**src/rtl/rrf_pkg.sv**
```systemverilog
package rrf_pkg;
  localparam int PTR_W      = 16;
  localparam int HALF_W     = 16;
  localparam int CNT_W      = 2 * HALF_W;
  localparam int DESC_WORDS = 4;
  localparam int IDX_W      = $clog2(DESC_WORDS);

  typedef logic [PTR_W-1:0] ptr_t;
  typedef logic [CNT_W-1:0] cnt_t;

  // byte offset of descriptor word idx from the descriptor start
  function automatic ptr_t word_offset(input logic [IDX_W-1:0] idx, input logic wide);
    return wide ? ptr_t'({idx, 2'b00}) : ptr_t'({idx, 1'b0});
  endfunction

  // next read pointer: one descriptor further, back to first at the end mark
  function automatic ptr_t ring_step(input ptr_t rd, input logic wide,
                                     input ptr_t first, input ptr_t last);
    ptr_t nxt;
    nxt = rd + (wide ? ptr_t'(DESC_WORDS * 4) : ptr_t'(DESC_WORDS * 2));
    return (nxt == last) ? first : nxt;
  endfunction

  // word count left after storing a packet and its 4-byte check sequence
  function automatic cnt_t consume_words(input cnt_t left, input logic [15:0] bytes);
    cnt_t used;
    used = (cnt_t'(bytes) + cnt_t'(4)) >> 1;
    return left - used;
  endfunction
endpackage

```
**src/rtl/rrf_mem_seq.sv**
```systemverilog
module rrf_mem_seq
  import rrf_pkg::*;
#(
  parameter int DATA_W = 32,
  parameter int SEG_W  = 16,
  localparam int ADDR_W = SEG_W + PTR_W
) (
  input  logic              clk,
  input  logic              rst_n,
  input  logic              start,
  input  logic              wide,
  input  logic [SEG_W-1:0]  seg,
  input  ptr_t              rd_ptr,
  input  logic              mem_ack,
  input  logic [DATA_W-1:0] mem_rdata,
  output logic              mem_req,
  output logic [ADDR_W-1:0] mem_addr,
  output logic              active,
  output logic              done,
  output cnt_t              base,
  output cnt_t              count
);
  logic [IDX_W-1:0]  idx;
  logic [HALF_W-1:0] cap [DESC_WORDS-1];
  logic [HALF_W-1:0] rd_lo;
  logic              unused_hi;

  assign rd_lo     = mem_rdata[HALF_W-1:0];
  assign unused_hi = ^mem_rdata[DATA_W-1:HALF_W];
  assign mem_req   = active;
  assign mem_addr  = {seg, rd_ptr + word_offset(idx, wide)};
  assign done      = active && mem_ack && (idx == IDX_W'(DESC_WORDS - 1));
  assign base      = {cap[1], cap[0]};
  assign count     = {rd_lo, cap[2]};

  always_ff @(posedge clk) begin
    if (!rst_n) begin
      active <= 1'b0;
      idx    <= '0;
    end else if (start) begin
      active <= 1'b1;
      idx    <= '0;
    end else if (active && mem_ack) begin
      idx <= idx + 1'b1;
      if (done) active <= 1'b0;
    end
  end

  for (genvar g = 0; g < DESC_WORDS - 1; g++) begin : g_cap
    always_ff @(posedge clk) begin
      if (!rst_n) cap[g] <= '0;
      else if (active && mem_ack && idx == IDX_W'(g)) cap[g] <= rd_lo;
    end
  end


  req_hold_chk: assert property (@(posedge clk) disable iff (!rst_n)
    mem_req && !mem_ack |=> mem_req && $stable(mem_addr));
endmodule

```
**src/rtl/rrf_ring_ptr.sv**
```systemverilog
module rrf_ring_ptr
  import rrf_pkg::*;
(
  input  logic clk,
  input  logic rst_n,
  input  logic wide,
  input  ptr_t first,
  input  ptr_t last,
  input  ptr_t wr_ptr,
  input  logic load,
  input  ptr_t load_val,
  input  logic adv,
  input  logic exh_clr,
  output ptr_t rd_ptr,
  output logic exhausted,
  output logic exh_cleared
);
  ptr_t nxt;
  assign nxt         = ring_step(rd_ptr, wide, first, last);
  assign exh_cleared = exh_clr && exhausted;

  always_ff @(posedge clk) begin
    if (!rst_n) begin
      rd_ptr    <= '0;
      exhausted <= 1'b0;
    end else begin
      if (adv) rd_ptr <= nxt;
      else if (load) rd_ptr <= load_val;
      if (adv && nxt == wr_ptr) exhausted <= 1'b1;
      else if (exh_clr) exhausted <= 1'b0;
    end
  end


  exh_hold_chk: assert property (@(posedge clk) disable iff (!rst_n)
    exhausted && !exh_clr |=> exhausted);
endmodule

```
**src/rtl/rrf_word_track.sv**
```systemverilog
module rrf_word_track
  import rrf_pkg::*;
#(
  parameter cnt_t EOB_COUNT = 32'h0000_02F8
) (
  input  logic        clk,
  input  logic        rst_n,
  input  logic        load,
  input  cnt_t        load_cnt,
  input  logic        pkt_done,
  input  logic [15:0] pkt_bytes,
  output cnt_t        words_left,
  output logic        last_pkt,
  output logic        low_water
);
  cnt_t after;
  assign after     = consume_words(words_left, pkt_bytes);
  assign low_water = pkt_done && !load && (after < EOB_COUNT);

  always_ff @(posedge clk) begin
    if (!rst_n) begin
      words_left <= '0;
      last_pkt   <= 1'b0;
    end else if (load) begin
      words_left <= load_cnt;
    end else if (pkt_done) begin
      words_left <= after;
      last_pkt   <= (after < EOB_COUNT);
    end
  end


  last_pkt_chk: assert property (@(posedge clk) disable iff (!rst_n)
    pkt_done && !load |=> last_pkt == (words_left < EOB_COUNT));
endmodule

```
**src/rtl/rrf_ring_fetcher.sv**
```systemverilog
module rrf_ring_fetcher
  import rrf_pkg::*;
#(
  parameter int   DATA_W    = 32,
  parameter int   SEG_W     = 16,
  parameter cnt_t EOB_COUNT = 32'h0000_02F8,
  localparam int  ADDR_W    = SEG_W + PTR_W
) (
  input  logic              clk,
  input  logic              rst_n,
  input  logic              wide_mode,
  input  logic [SEG_W-1:0]  seg_hi,
  input  logic [PTR_W-1:0]  ring_start,
  input  logic [PTR_W-1:0]  ring_end,
  input  logic [PTR_W-1:0]  wr_ptr,
  input  logic              ptr_load,
  input  logic [PTR_W-1:0]  ptr_value,
  input  logic              fetch_req,
  input  logic              exh_clear,
  input  logic              pkt_done,
  input  logic [15:0]       pkt_bytes,
  output logic              mem_req,
  output logic [ADDR_W-1:0] mem_addr,
  input  logic              mem_ack,
  input  logic [DATA_W-1:0] mem_rdata,
  output logic [PTR_W-1:0]  rd_ptr,
  output logic [CNT_W-1:0]  buf_addr,
  output logic [CNT_W-1:0]  words_left,
  output logic              busy,
  output logic              exhausted,
  output logic              last_pkt
);
  logic pend, active, start, fetch_done, exh_cleared, low_water, trig;
  cnt_t base, count;

  assign trig  = fetch_req || exh_cleared || low_water;
  assign start = pend && !active;
  assign busy  = pend || active;

  always_ff @(posedge clk) begin
    if (!rst_n) begin
      pend     <= 1'b0;
      buf_addr <= '0;
    end else begin
      if (trig) pend <= 1'b1;
      else if (start) pend <= 1'b0;
      if (fetch_done) buf_addr <= base;
    end
  end

  rrf_mem_seq #(.DATA_W(DATA_W), .SEG_W(SEG_W)) u_seq (
    .clk(clk), .rst_n(rst_n), .start(start), .wide(wide_mode), .seg(seg_hi),
    .rd_ptr(rd_ptr), .mem_ack(mem_ack), .mem_rdata(mem_rdata),
    .mem_req(mem_req), .mem_addr(mem_addr), .active(active),
    .done(fetch_done), .base(base), .count(count));

  rrf_ring_ptr u_ptr (
    .clk(clk), .rst_n(rst_n), .wide(wide_mode), .first(ring_start),
    .last(ring_end), .wr_ptr(wr_ptr), .load(ptr_load && !busy),
    .load_val(ptr_value), .adv(fetch_done), .exh_clr(exh_clear),
    .rd_ptr(rd_ptr), .exhausted(exhausted), .exh_cleared(exh_cleared));

  rrf_word_track #(.EOB_COUNT(EOB_COUNT)) u_track (
    .clk(clk), .rst_n(rst_n), .load(fetch_done), .load_cnt(count),
    .pkt_done(pkt_done), .pkt_bytes(pkt_bytes), .words_left(words_left),
    .last_pkt(last_pkt), .low_water(low_water));


  busy_fall_chk: assert property (@(posedge clk) disable iff (!rst_n)
    $fell(busy) |-> $past(fetch_done));


  held_req_chk: assert property (@(posedge clk) disable iff (!rst_n)
    fetch_done && pend |=> ##1 mem_req);
endmodule

```
**config.mk**
```make
export PLATFORM = sky130hd
export DESIGN_NAME = rrf_ring_fetcher
export DESIGN_NICKNAME = d
export VERILOG_FILES = /design/src/rtl/rrf_pkg.sv /design/src/rtl/rrf_mem_seq.sv /design/src/rtl/rrf_ring_ptr.sv /design/src/rtl/rrf_word_track.sv /design/src/rtl/rrf_ring_fetcher.sv
export SDC_FILE = /design/constraint.sdc
export NUM_CORES = 1
export LEC_CHECK = 0
export BUFFER_PORTS_ARGS = -buffer_cell sky130_fd_sc_hd__buf_2
export CAP_MARGIN = 0
export CORE_ASPECT_RATIO = 1.1
export CORE_MARGIN = 2
export CORE_UTILIZATION = 45
export DETAILED_ROUTE_END_ITERATION = 7
export PLACE_DENSITY = 0.78
export SLEW_MARGIN = 30
export SYNTH_ARGS = -nofsm -noshare
export SYNTH_HDL_FRONTEND = slang
export SYNTH_SLANG_ARGS = --single-unit
```
**constraint.sdc**
```tcl
create_clock -name clk -period 13 [get_ports clk]
set_input_delay 3.25 -clock clk [delete_from_list [all_inputs] [get_ports clk]]
set_output_delay 3.25 -clock clk [all_outputs]
set_load 0.05 [all_outputs]
```
==> reports/metrics.yaml <==
outcome: "finished clean"
dieWidth_um: 134.5
drc_marker_count_from_the_first_detailed_route_iteration: 669
clk_pin_slew_worst_paths_ps: 60
max_slew.worst_pin.slew_ps: 903.4
cp.required_ps: 9750
maximum_number_of_pins_on_one_net_before_global_route_repair: 74
h-tree-depth: 4
nets: 1281
fin_skew_ps: 15.05
rsz_0062_raised_after_global_routing: "false"
crit_path_start: "wide_mode"
placementRows: 52
detailroute.via_count: 7690
ys_seq_area_share_pct: 37.51
layout_cell_share_with_drive_strength_beyond_1_pct: 23.56
route.detailed.drc: 0
timing.max_slew.rel_slack_pct: 39.78
yosys_warnings: 0
cp_data_arrival_time_ps: 5720
post-cts-setup-buffers: 0
routabilityCongestion: 0.9407
critical_path.slowest_cell: "sky130_fd_sc_hd__a21boi_0"
critPathMaxStageDelay_ps: 350
ys_async_sr_fraction_pct: 0
syn_inst: 966
first_pass_iters: 6
min_period_ps: 8970
clock_sink_count: 134
top_level_ports: 252
cts.hold.buffers_added: 0
mappedNetlistArea_um2: 8433
power.density_cell_area_nw_per_um2: 157.9
postSynthNetCount: 1131
leakage_power_of_the_design_nw: 4.428
reg2reg_from: "u_ptr.rd_ptr[3]"
timing.critical_path.fanout_max: 5
finalHoldViolations: 0
finalCritPeriodShare_pct: 69.00
grt_usage_pct: 24.81
place_hpwl_um: 18080
worstPathCellList: "buf_2 > inv_1 > a21boi_0 > inv_1 > ha_1 > a21o_1 > a21oi_1 > nor2b_1 > nand2b_1 > nor2_1 > nand3_1 > xnor2_1 > buf_2"
timing.critical_path.to_type: "output port"
grt_overflow: 0
r2r_end: "u_ptr.exhausted"
critical_path_cell_count: 13
grt_pass1_vias: 7191
synth.ff_latch_count: 134
slew_violations: 0
yosys-top-cells-area: "sky130_fd_sc_hd__dfxtp_1 (20%), sky130_fd_sc_hd__edfxtp_1 (17%), sky130_fd_sc_hd__nand2_1 (5.5%)"
portBuffers: 202
synth_top_area_share_pct: 20.42
clock_insertion_delay_worst_skew_ps: 420
yosys.cell_count.top_type: "sky130_fd_sc_hd__nand2_1"
max_freq_mhz: 111.5
tritoncts: "done"
worstSetupEndpoint: "mem_addr[14]"
core-area_um2: 18410
ys_types: 74
fin_tns_setup_ps: 0
synthesis.area_per_instance_um2: 8.730
timing.reg2reg.worst_path_depth: 12
worstSetupPathType: "in2out"
floorplan.die.height_um: 147.6
yosysTopAreaCell: "sky130_fd_sc_hd__dfxtp_1"
worstHoldPathType: "reg2reg"
synth_top_flop_cell: "sky130_fd_sc_hd__dfxtp_1"
grt_first_pass_wirelength_um: 38480
antenna_violating_nets_post_route: 0
synth_enable_flop_cells: 48
finalInstanceArea_um2: 10060
grt_antenna_before_repair: 3
ctsLongestPathBuffers: 2
floorplan.initialDensity_pct: 45.80
max-cap-violations: 0
finalWirelength_um: 24730
synth_common_cells: "sky130_fd_sc_hd__nand2_1 (124), sky130_fd_sc_hd__nor2_1 (88), sky130_fd_sc_hd__dfxtp_1 (86)"
design.die.area_um2: 19850
crit_path_start_kind: "input port"
detailed_place.area_um2: 9423
post_drt_via_cell_ratio: 5.593
worstPathBufferInverterCount: 4
reg2reg_setup_slack_ps: 8460
detail_route.wl_per_cell_um: 17.99
area_delta_synth_final_pct: 19.32
number_of_buffers_inserted_during_clock_tree_synthesis: 17
setup_viol: 0
clock_tree.root_cell: "sky130_fd_sc_hd__clkbuf_16"
cp_top_family: "simple AND/OR/NAND/NOR gates"
ir_worst_vdd_mv: 0.1566
cts_resized: 0
==> worst min-delay path, stage by stage, from the launching register on <==
cell and delay, ps:
sky130_fd_sc_hd__dfxtp_1 300, sky130_fd_sc_hd__nand3_1 60, sky130_fd_sc_hd__nand2_1 40
==> metrics by stage <==
stage                     util [%]  hold WS (ps)  instances  setup slack (ps)  total power, mW
after floorplan                  -         449.5        966              4212           0.9617
after global placement       51.03         435.7       1339              4087            1.072
after detailed placement     51.18         441.6       1340              4071            1.079
after CTS                    54.56         449.5       1372              4059            1.590
after global routing         54.65         472.2       1375              3857            1.669
final                        54.65         445.0       1375              4030            1.589
==> where the power goes <==
part | switching, mW | internal [mW] | total, mW | leakage [nW]
logic | 0.355 | 0.186 | 0.541 | 2.92
clock network | 0.194 | 0.316 | 0.510 | 0.309
registers | 0.0614 | 0.476 | 0.538 | 1.20
total | 0.610 | 0.979 | 1.59 | 4.43
==> flip-flops by register name (all words and copies together) (netlist names) <==
| name | count |
|---|---|
| buf_addr | 32 |
| pend | 1 |
| u_ptr.exhausted | 1 |
| u_ptr.rd_ptr | 16 |
| u_seq.active | 1 |
| u_seq.cap | 48 |
| u_seq.idx | 2 |
| u_track.last_pkt | 1 |
| u_track.words_left | 32 |
==> cells by family (layout without fill, tap and decap cells) <==
family,after synthesis,after routing,share of synthesized area [%]
mux,32,32,4.036
other cells,0,3,0
xor+xnor,89,89,9.243
buf+inv,103,266,5.756
simple gates,377,377,22.46
fa+ha+maj,29,29,4.570
flops,134,134,37.51
compound gates,202,202,16.42
==> layout make-up <==
class / instances / area (µm²)
clock inverter: 13 / 168.9
clock buffer: 19 / 454.2
timing repair buffer: 205 / 1054
sequential: 134 / 3163
inverter: 29 / 108.9
multi-input combinational: 729 / 4802
tap: 243 / 304.0
fill: 1716 / 8351
antenna: 3 / 7.507
==> layout by cell type (no fill, tap or decap), types with 22 or more instances in the layout <==
cell | synthesis | layout
sky130_fd_sc_hd__xor2_1 | 43 | 43
sky130_fd_sc_hd__ha_1 | 26 | 26
sky130_fd_sc_hd__nor3_1 | 22 | 22
sky130_fd_sc_hd__nor2_1 | 88 | 86
sky130_fd_sc_hd__dfxtp_1 | 86 | 86
sky130_fd_sc_hd__and2_1 | 51 | 51
sky130_fd_sc_hd__edfxtp_1 | 48 | 48
sky130_fd_sc_hd__a211oi_1 | 31 | 31
sky130_fd_sc_hd__nand2_1 | 124 | 123
sky130_fd_sc_hd__mux2i_1 | 25 | 25
sky130_fd_sc_hd__a21oi_1 | 63 | 63
sky130_fd_sc_hd__buf_2 | 7 | 202
sky130_fd_sc_hd__xnor2_1 | 46 | 46
sky130_fd_sc_hd__o21ai_0 | 26 | 26
sky130_fd_sc_hd__inv_1 | 29 | 28
==> worst min-delay path by stage <==
stage	start	endpoint	depth (start not counted)
detailed placement	u_track.last_pkt	u_track.last_pkt	2
finish	u_track.last_pkt	u_track.last_pkt	2
floorplan	u_seq.cap[2][0]	u_track.words_left[0]	2
global placement	u_track.last_pkt	u_track.last_pkt	2
CTS	u_track.last_pkt	u_track.last_pkt	2
global route	buf_addr[27]	buf_addr[27]	2
==> metal layers <==
metal	GRT usage [%]	up-vias	routed length, µm
li1	-	3689	-
met1	34.23	3670	11090
met2	39.41	290	11580
met3	4.664	41	1527
met4	7.947	0	533
met5	0	-	0
No activity file was read; power rests on OpenSTA's default activity.
